File: src/rtl/adcseq_pkg.sv
package adcseq_pkg;

    typedef enum logic [1:0] {
        OP_SHORT = 2'b00,
        OP_CAL   = 2'b01,
        OP_PDN   = 2'b10,
        OP_LONG  = 2'b11
    } op_e;

    typedef struct packed {
        logic       start;
        logic       unipolar;
        logic       int_clk;
        op_e        op;
        logic [2:0] port;
    } cmd_t;

    typedef enum logic [1:0] {
        SQ_IDLE,
        SQ_INTWAIT,
        SQ_FRAME
    } seq_state_e;

    function automatic logic is_conv(op_e op);
        return (op == OP_SHORT) || (op == OP_LONG);
    endfunction

endpackage

File: src/rtl/adcseq_edge.sv
module adcseq_edge (
    input  logic clk,
    input  logic rst,
    input  logic cs_n,
    input  logic sclk,
    output logic rise,
    output logic fall
);
    logic sclk_q;

    always_ff @(posedge clk) begin
        if (rst) sclk_q <= 1'b0;
        else     sclk_q <= sclk;
    end

    assign rise = ~cs_n & sclk & ~sclk_q;
    assign fall = ~cs_n & ~sclk & sclk_q;
endmodule

File: src/rtl/adcseq_byte_rx.sv
module adcseq_byte_rx
    import adcseq_pkg::*;
#(
    parameter int BYTE_W = 8
) (
    input  logic clk,
    input  logic rst,
    input  logic cs_n,
    input  logic rise,
    input  logic din,
    input  logic armed,
    output logic byte_valid,
    output cmd_t byte_out
);
    localparam int CW = $clog2(BYTE_W);

    logic              collecting;
    logic [CW-1:0]     cnt;
    logic [BYTE_W-2:0] sreg;
    logic              last_bit;

    assign last_bit   = (cnt == CW'(BYTE_W - 2));
    assign byte_valid = rise & collecting & last_bit;
    assign byte_out   = cmd_t'({sreg, din});

    always_ff @(posedge clk) begin
        if (rst || cs_n) begin
            collecting <= 1'b0;
            cnt        <= '0;
            sreg       <= '0;
        end else if (rise) begin
            if (!collecting) begin
                if (armed && din) begin
                    collecting <= 1'b1;
                    cnt        <= '0;
                    sreg       <= (BYTE_W-1)'(1);
                end
            end else if (last_bit) begin
                collecting <= 1'b0;
            end else begin
                sreg <= {sreg[BYTE_W-3:0], din};
                cnt  <= cnt + 1'b1;
            end
        end
    end

    p_start_bit_r2: assert property (@(posedge clk) disable iff (rst)
        byte_valid |-> byte_out.start);
endmodule

File: src/rtl/adcseq_conv.sv
module adcseq_conv
    import adcseq_pkg::*;
#(
    parameter int RES_W       = 14,
    parameter int SHORT_FRAME = 24,
    parameter int LONG_FRAME  = 32,
    parameter int INT_CYCLES  = 30
) (
    input  logic             clk,
    input  logic             rst,
    input  logic             cs_n,
    input  logic             fall,
    input  logic             start,
    input  logic             use_int,
    input  logic             long_sel,
    input  logic [RES_W-1:0] result_in,
    output logic             busy,
    output logic             strobe,
    output logic             dout
);
    localparam int FCW = $clog2(LONG_FRAME + 1);
    localparam int ICW = $clog2(INT_CYCLES + 1);
    localparam logic [FCW-1:0] SP_S = FCW'(SHORT_FRAME - RES_W - 3);
    localparam logic [FCW-1:0] SP_L = FCW'(LONG_FRAME - RES_W - 3);
    localparam logic [FCW-1:0] FL_S = FCW'(SHORT_FRAME);
    localparam logic [FCW-1:0] FL_L = FCW'(LONG_FRAME);

    seq_state_e       state;
    logic             long_q;
    logic [FCW-1:0]   fcnt, fnext, sp, fl;
    logic [ICW-1:0]   icnt;
    logic [RES_W-1:0] shreg;
    logic             in_data;

    always_comb begin
        fnext   = fcnt + 1'b1;
        sp      = long_q ? SP_L : SP_S;
        fl      = long_q ? FL_L : FL_S;
        in_data = (fnext > sp) && (fnext <= sp + FCW'(RES_W));
    end

    assign busy = (state != SQ_IDLE);

    always_ff @(posedge clk) begin
        if (rst || cs_n) begin
            state  <= SQ_IDLE;
            strobe <= 1'b0;
            dout   <= 1'b0;
            fcnt   <= '0;
            icnt   <= '0;
            long_q <= 1'b0;
            shreg  <= '0;
        end else begin
            case (state)
                SQ_IDLE: begin
                    if (start) begin
                        long_q <= long_sel;
                        fcnt   <= '0;
                        if (use_int) begin
                            state <= SQ_INTWAIT;
                            icnt  <= ICW'(INT_CYCLES - 1);
                        end else begin
                            state <= SQ_FRAME;
                        end
                    end
                end
                SQ_INTWAIT: begin
                    if (icnt == '0) begin
                        state  <= SQ_FRAME;
                        fcnt   <= sp;
                        strobe <= 1'b1;
                        shreg  <= result_in;
                    end else begin
                        icnt <= icnt - 1'b1;
                    end
                end
                SQ_FRAME: begin
                    if (fall) begin
                        fcnt <= fnext;
                        if (fnext == sp) begin
                            strobe <= 1'b1;
                            shreg  <= result_in;
                        end else if (fnext == sp + 1'b1) begin
                            strobe <= 1'b0;
                        end
                        if (in_data) begin
                            dout  <= shreg[RES_W-1];
                            shreg <= {shreg[RES_W-2:0], 1'b0};
                        end else begin
                            dout <= 1'b0;
                        end
                        if (fnext == fl) state <= SQ_IDLE;
                    end
                end
                default: state <= SQ_IDLE;
            endcase
        end
    end

    p_strobe_one_period_r5: assert property (@(posedge clk) disable iff (rst)
        (strobe && fall) |=> !strobe);
    p_dout_quiet_idle_r7: assert property (@(posedge clk) disable iff (rst)
        (state == SQ_IDLE) |-> !dout);
    p_deselect_ends_r10: assert property (@(posedge clk) disable iff (rst)
        cs_n |=> (!busy && !strobe && !dout));
    p_intwait_quiet_r11: assert property (@(posedge clk) disable iff (rst)
        (state == SQ_INTWAIT) |-> (!strobe && !dout));
endmodule

File: src/rtl/adcseq_top.sv
module adcseq_top
    import adcseq_pkg::*;
#(
    parameter int RES_W       = 14,
    parameter int SHORT_FRAME = 24,
    parameter int LONG_FRAME  = 32,
    parameter int CAL_CYCLES  = 40,
    parameter int INT_CYCLES  = 30
) (
    input  logic             clk,
    input  logic             rst,
    input  logic             cs_n,
    input  logic             sclk,
    input  logic             din,
    input  logic [RES_W-1:0] result_in,
    output logic             dout,
    output logic             strobe,
    output logic [2:0]       port_out,
    output logic             cfg_unipolar,
    output logic             cfg_int_clk,
    output logic             cal_busy,
    output logic             pwr_down
);
    localparam int CCW = $clog2(CAL_CYCLES + 1);

    logic           rise, fall;
    logic           byte_valid;
    cmd_t           cmd;
    logic           seq_busy;
    logic           armed;
    logic           conv_start;
    logic [CCW-1:0] cal_cnt;

    assign armed      = ~seq_busy & ~cal_busy;
    assign conv_start = byte_valid & is_conv(cmd.op);

    adcseq_edge u_edge (
        .clk (clk),
        .rst (rst),
        .cs_n(cs_n),
        .sclk(sclk),
        .rise(rise),
        .fall(fall)
    );

    adcseq_byte_rx #(.BYTE_W(8)) u_rx (
        .clk       (clk),
        .rst       (rst),
        .cs_n      (cs_n),
        .rise      (rise),
        .din       (din),
        .armed     (armed),
        .byte_valid(byte_valid),
        .byte_out  (cmd)
    );

    adcseq_conv #(
        .RES_W      (RES_W),
        .SHORT_FRAME(SHORT_FRAME),
        .LONG_FRAME (LONG_FRAME),
        .INT_CYCLES (INT_CYCLES)
    ) u_conv (
        .clk      (clk),
        .rst      (rst),
        .cs_n     (cs_n),
        .fall     (fall),
        .start    (conv_start),
        .use_int  (cmd.int_clk),
        .long_sel (cmd.op == OP_LONG),
        .result_in(result_in),
        .busy     (seq_busy),
        .strobe   (strobe),
        .dout     (dout)
    );

    always_ff @(posedge clk) begin
        if (rst) begin
            port_out     <= '0;
            cfg_unipolar <= 1'b0;
            cfg_int_clk  <= 1'b0;
            pwr_down     <= 1'b0;
        end else if (byte_valid) begin
            port_out     <= cmd.port;
            cfg_unipolar <= cmd.unipolar;
            cfg_int_clk  <= cmd.int_clk;
            pwr_down     <= (cmd.op == OP_PDN);
        end
    end

    always_ff @(posedge clk) begin
        if (rst || cs_n) begin
            cal_busy <= 1'b0;
            cal_cnt  <= '0;
        end else if (byte_valid && cmd.op == OP_CAL) begin
            cal_busy <= 1'b1;
            cal_cnt  <= CCW'(CAL_CYCLES - 1);
        end else if (cal_busy) begin
            if (cal_cnt == '0) cal_busy <= 1'b0;
            else               cal_cnt  <= cal_cnt - 1'b1;
        end
    end

    p_port_hold_r4: assert property (@(posedge clk) disable iff (rst)
        !byte_valid |=> $stable(port_out));
    p_no_start_while_busy_r12: assert property (@(posedge clk) disable iff (rst)
        byte_valid |-> (!seq_busy && !cal_busy));
    p_cal_exclusive_r8: assert property (@(posedge clk) disable iff (rst)
        cal_busy |-> !seq_busy);
    p_pdn_sets_flag_r9: assert property (@(posedge clk) disable iff (rst)
        (byte_valid && cmd.op == OP_PDN) |=> pwr_down);
endmodule

File: config.mk
export PLATFORM = sky130hd
export DESIGN_NAME = adcseq_top
export DESIGN_NICKNAME = d
export VERILOG_FILES = /design/src/rtl/adcseq_pkg.sv /design/src/rtl/adcseq_edge.sv /design/src/rtl/adcseq_byte_rx.sv /design/src/rtl/adcseq_conv.sv /design/src/rtl/adcseq_top.sv
export SDC_FILE = /design/constraint.sdc
export NUM_CORES = 1
export LEC_CHECK = 0
export ABC_CLOCK_PERIOD_IN_PS = 4900
export BUFFER_PORTS_ARGS = -buffer_cell sky130_fd_sc_hd__buf_2
export CAP_MARGIN = 20
export CORE_ASPECT_RATIO = 1.5
export CORE_MARGIN = 8
export CORE_UTILIZATION = 40
export DETAILED_ROUTE_END_ITERATION = 8
export GPL_TIMING_DRIVEN = 1
export HOLD_SLACK_MARGIN = 0.06
export SKIP_CTS_REPAIR_TIMING = 1
export SYNTH_ARGS = -nofsm -noshare
export SYNTH_HDL_FRONTEND = slang
export SYNTH_HIERARCHICAL = 1
export SYNTH_SLANG_ARGS = --single-unit
File: constraint.sdc
create_clock -name clk -period 4.9 [get_ports clk]
set_input_delay 0.49 -clock clk [delete_from_list [all_inputs] [get_ports clk]]
set_output_delay 0.49 -clock clk [all_outputs]
set_load 0.01 [all_outputs]
# Yosys cells after proc, flatten, opt, wreduce, memory -nomap -nowiden
# Cells that the tools add are included.
[totals]
word_cells = 127
in_bits = 19
regBits = 54
output_inout_bits = 9
[classes]
n_reduce_logical = 26
n_mux = 42
eq_ne = 19
order_cmp = 2
add_sub_neg = 6
n_bitwise = 14
[ops]
columns = ["op", "n"]
rows = [
  ["6-bit 2-to-1 mux", 10],
  ["14-bit 2-to-1 mux", 4],
  ["14-bit one-hot mux with 2 select lines", 1],
  ["4-bit AND reduction", 5],
  ["6-bit equality test", 3],
  ["6-bit one-hot mux with 3 select lines", 1],
  ["5-bit 2-to-1 mux", 3],
  ["6-bit by 1-bit adder with 6-bit output, second input constant", 2],
  ["2-bit inequality test, second input constant", 6],
  ["1-bit 2-to-1 mux", 11],
  ["2-bit 2-to-1 mux", 5],
  ["5-bit one-hot mux with 2 select lines", 1],
  ["2-bit nonzero test", 5],
  ["3-bit 2-to-1 mux", 3],
  ["1-bit AND", 8],
  ["2-bit AND reduction", 4],
  ["6-bit by 4-bit adder with 6-bit output, second input constant", 1],
  ["2-bit equality test, second input constant", 3],
  ["6-bit greater-than comparator", 1],
  ["6-bit less-or-equal comparator", 1],
  ["6-bit logical NOT", 1],
  ["3-bit by 1-bit inequality test with 1-bit output, second input constant", 2],
  ["1-bit NOT", 6],
  ["2-bit one-hot mux with 3 select lines", 1],
  ["15 further kinds", 21],
]

# Logic depth before layout (Yosys ltp)
[depth]
ltp_word = 8
mapped_depth = 11
depth_no_buf = 10

# Cells and area by module
# The synthesis kept the hierarchy.
[modules_own_cells]
columns = ["mod", "seq_area_each_um2", "area_per_inst_um2", "n_inst", "cells_per_inst"]
rows = [
  ["adcseq_conv", 600.6, 1780.5, 1, 206],
  ["adcseq_top", 260.2, 660.6, 1, 70],
  ["adcseq_byte_rx", 220.2, 474.2, 1, 52],
  ["adcseq_edge", 20.0, 51.3, 1, 4],
]

# Worst setup path after synthesis
# OpenSTA, ideal clock, no wires.
[synth_path]
path_type = "register -> register"
from = "reg u_conv.fcnt[2]"
to = "reg u_conv.shreg[10]"
setup_time_ps = 118
period_less_slack_ps = 2563
stages_incl_launch_ff = 12
required_time_ps = 4782
path_slack_ps = 2337
arrival_ps = 2444
n_path_buf = 2
cell_sequence = "dfxtp_1 -> buf_2 -> nand3_2 -> xnor2_1 -> ha_1 -> nor2b_1 -> mux2i_1 -> o21ai_1 -> a211oi_2 -> buf_4 -> mux2i_1 -> a21oi_2"
[synth_between]
elab_chain_cells = 6
elab_cells_between_ends = 10
cone_classes = "add/sub (1); order compare (2); eq/ne (2); mux (3); reduce/logical (2)"
[synth_rtl]
columns = ["item", "line", "rtl"]
rows = [
  ["start, declared", "adcseq_conv.sv:30", "logic [FCW-1:0] fcnt, fnext, sp, fl;"],
  ["start signal, assigned", "adcseq_conv.sv:70", "fcnt <= sp;"],
  ["start signal, assigned", "adcseq_conv.sv:79", "fcnt <= fnext;"],
  ["6-bit by 1-bit adder with 6-bit output (*)", "adcseq_conv.sv:36", "fnext = fcnt + 1'b1;"],
  ["6-bit greater-than comparator / 6-bit less-or-equal comparator (equally long branches)", "adcseq_conv.sv:39", "in_data = (fnext > sp) && (fnext <= sp + FCW'(RES_W));"],
  ["1-bit logical AND", "adcseq_conv.sv:39", ""],
  ["14-bit 2-to-1 mux", "adcseq_conv.sv:86", "if (in_data) begin"],
  ["14-bit 2-to-1 mux", "adcseq_conv.sv:78", "if (fall) begin"],
  ["14-bit one-hot mux with 2 select lines", "adcseq_conv.sv:54", "case (state)"],
  ["end signal, assigned", "adcseq_conv.sv:72", "shreg <= result_in;"],
  ["end signal, assigned", "adcseq_conv.sv:82", "shreg <= result_in;"],
  ["end signal, assigned", "adcseq_conv.sv:88", "shreg <= {shreg[RES_W-2:0], 1'b0};"],
  ["end, declared", "adcseq_conv.sv:32", "logic [RES_W-1:0] shreg;"],
]
# Mark *: on every way between the ends. The rest lies on a longest branch, timed or not. The select of a mux whose other input is x is not followed.
# A chain may end at the register's enable or synchronous reset.

# Worst setup path after layout
[layout_path]
from = "reg u_conv.fcnt[2]"
to = "reg u_conv.shreg[11]"
# The elaborated chain is that of the path after synthesis.

==> metrics.txt <==
outcome=completed; Crit Path Category=register to register; clock buffer depth=2; Clk pwr share=36.6%; setup TNS=0 ps; CP peak stage delay=520 ps; slowest library cell on the worst path=a211oi_2; Max Fclk=333.4 MHz; port bufs=27; Slew HR=38.64%; delay-heaviest family, CP=compound AO/OA/AOI/OAI gates; post-detailed-route DRC marker count=0; initial antenna violation count=0; required time of the critical path=5100 ps; DRT iter0 DRCs=88; Setup violations, final=0; CP Cell Sequence=nand3_2, xnor2_1, ha_1, nor2b_1, mux2i_1, o21ai_1, a211oi_2, buf_4, mux2i_1, a21oi_2; Max Fanout on Critical Path=8; power share of the combinational group=3.6%; layout cells sized above 1=19.32%; Placeable Area=0.007179 mm^2; Clk pin slew, worst setup/hold paths=110 ps; CP startpoint kind=register; Worst path most repeated cell=mux2i_1; Multi-input gate area=0.001714 mm^2; total of max-cap violations=0; Mapped Area=0.002937 mm^2; RePlAce Congestion=0.8187; fin nets=387; CTS tree=done; P&R area growth vs syn=10.23%; Cells after Synth=329; detailed placement HPWL=4539 um; die width=85.96 um; cell area after layout=0.003237 mm^2; Clock Sinks=54; # H-tree levels=2; arrival time worst endpoint=3200 ps; final std cells w/o fill=452; GRT Total Usage=12.38%; Final Slew Violations=0; IO Pins=28; drt pass-1 iters=4; Syn Area/Cell=8.926 um^2; Die Footprint=0.01040 mm^2; Remaining Overflow, GRT=0; CTS Buf Count=5; Starting Density=40.90%; unrepaired setup endpoints after global routing=false; Routed Antenna Nets=0; Post-Syn Nets=365; pwr dens=227.3 mW/mm^2; first-pass GRT wire length=10,720 um; largest net degree at the start of global routing=28; Yosys Warn Count=6; WL final=6201 um; Die H=120.9 um; Sw Ratio=23.00%; worst hold margin=437.2 ps; vias in the first global route=2,367; Placement Cell Area=0.003123 mm^2; Period minus WS final=2999 ps; WL per Instance=13.72 um; root buffer cell=clkbuf_8; Inserted Diodes=0; Hold Violations, Final=0; NetSw=169.2 uW; Internal=566.6 uW; period utilization=61.21%; DR vias/cell=5.336; clk_skew=11.43 ps; Hold Path Class=input port to register; P_leak=0.001134 uW; Max VDD drop=0.1836 mV; CP Capture Type=register; worst slew pin tran=917.0 ps; FF/Latch Area=0.001081 mm^2; FILL cells=715; placed cells=443; Site Rows=38; worst path bufs/invs=1; clk_lat worst skew=310 ps; Flop pwr share=59.8%; routed via count=2,412
## power groups by stage
stage	Sequential [uW]	Clock, uW	Combinational, uW
CTS	440	279	26.7
global route	440	295	29.4
global placement	450	0	26.6
floorplan	450	0	15.3
finish	440	269	26.3
detailed placement	450	0	26.6
## area by class of cell
cell class,instances,area share [%]
Multi-Input combinational cell,245,52.96
Sequential cell,54,33.40
Timing Repair Buffer,29,4.871
Tap cell,100,3.865
Clock buffer,6,2.551
Inverter,16,1.855
Clock inverter,2,0.5025
## stage by stage
step	util (%)	total power, uW	setup slack (ps)
after floorplan	-	465.3	2337
after global placement	43.50	476.8	1734
after detailed placement	43.50	476.8	1646
after CTS	44.88	745.4	1763
after global routing	45.09	764.3	1671
final	45.09	735.8	1901
## placed cells by master (no fill, tap or decap), drive strengths merged, types with 3 or more instances in the layout
cell and instances:
clkbuf 6, mux2i 22, a21oi 36, nor2 18, nor2b 5, o21a 3, nor3 4, nand2b 6
nor3b 4, o21ai 19, inv 17, or2 3, nand2 38, or4b 5, o22ai 8, and2 4
nand3 15, dfxtp 54, o31ai 5, nand4 3, ha 17, a311oi 3, buf 29, xnor2 3
a211oi 3
## worst reg2reg max path, delay by kind of cell (launching register included)
kind	cells	cell delay, ps
adder cells (fa/ha/maj)	1	360
buffers and inverters	1	300
flip-flops	1	490
AO/OA/AOI/OAI	3	730
AND/OR/NAND/NOR	2	320
XOR/XNOR	1	160
multiplexers	2	530
## metal layers
layer | wire length [um] | global-route usage (%)
met1 | 2741 | 14.22
met2 | 3215 | 22.09
met3 | 157 | 1.898
met4 | 85 | 4.956
met5 | 0 | 0
## flip-flops by register name (all words and copies together) (netlist names), 2 cells and up
| name | flops |
|---|---|
| u_rx/cnt | 3 |
| u_conv/shreg | 14 |
| cal_cnt | 6 |
| u_conv/icnt | 5 |
| u_conv/fcnt | 6 |
| u_conv/state | 2 |
| port_out | 3 |
| u_rx/sreg | 6 |
## worst paths after layout
check,start,endpoint,slack (ps),cells past startpoint
max reg2reg,u_conv/fcnt[2],u_conv/shreg[11],1900,10
max,u_conv/fcnt[2],u_conv/shreg[11],1900,10
min reg2reg,u_conv/fcnt[5],u_conv/fcnt[5],480,2
min,sclk,u_edge/sclk_q,440,2
No activity file was read; power rests on OpenSTA's default activity.
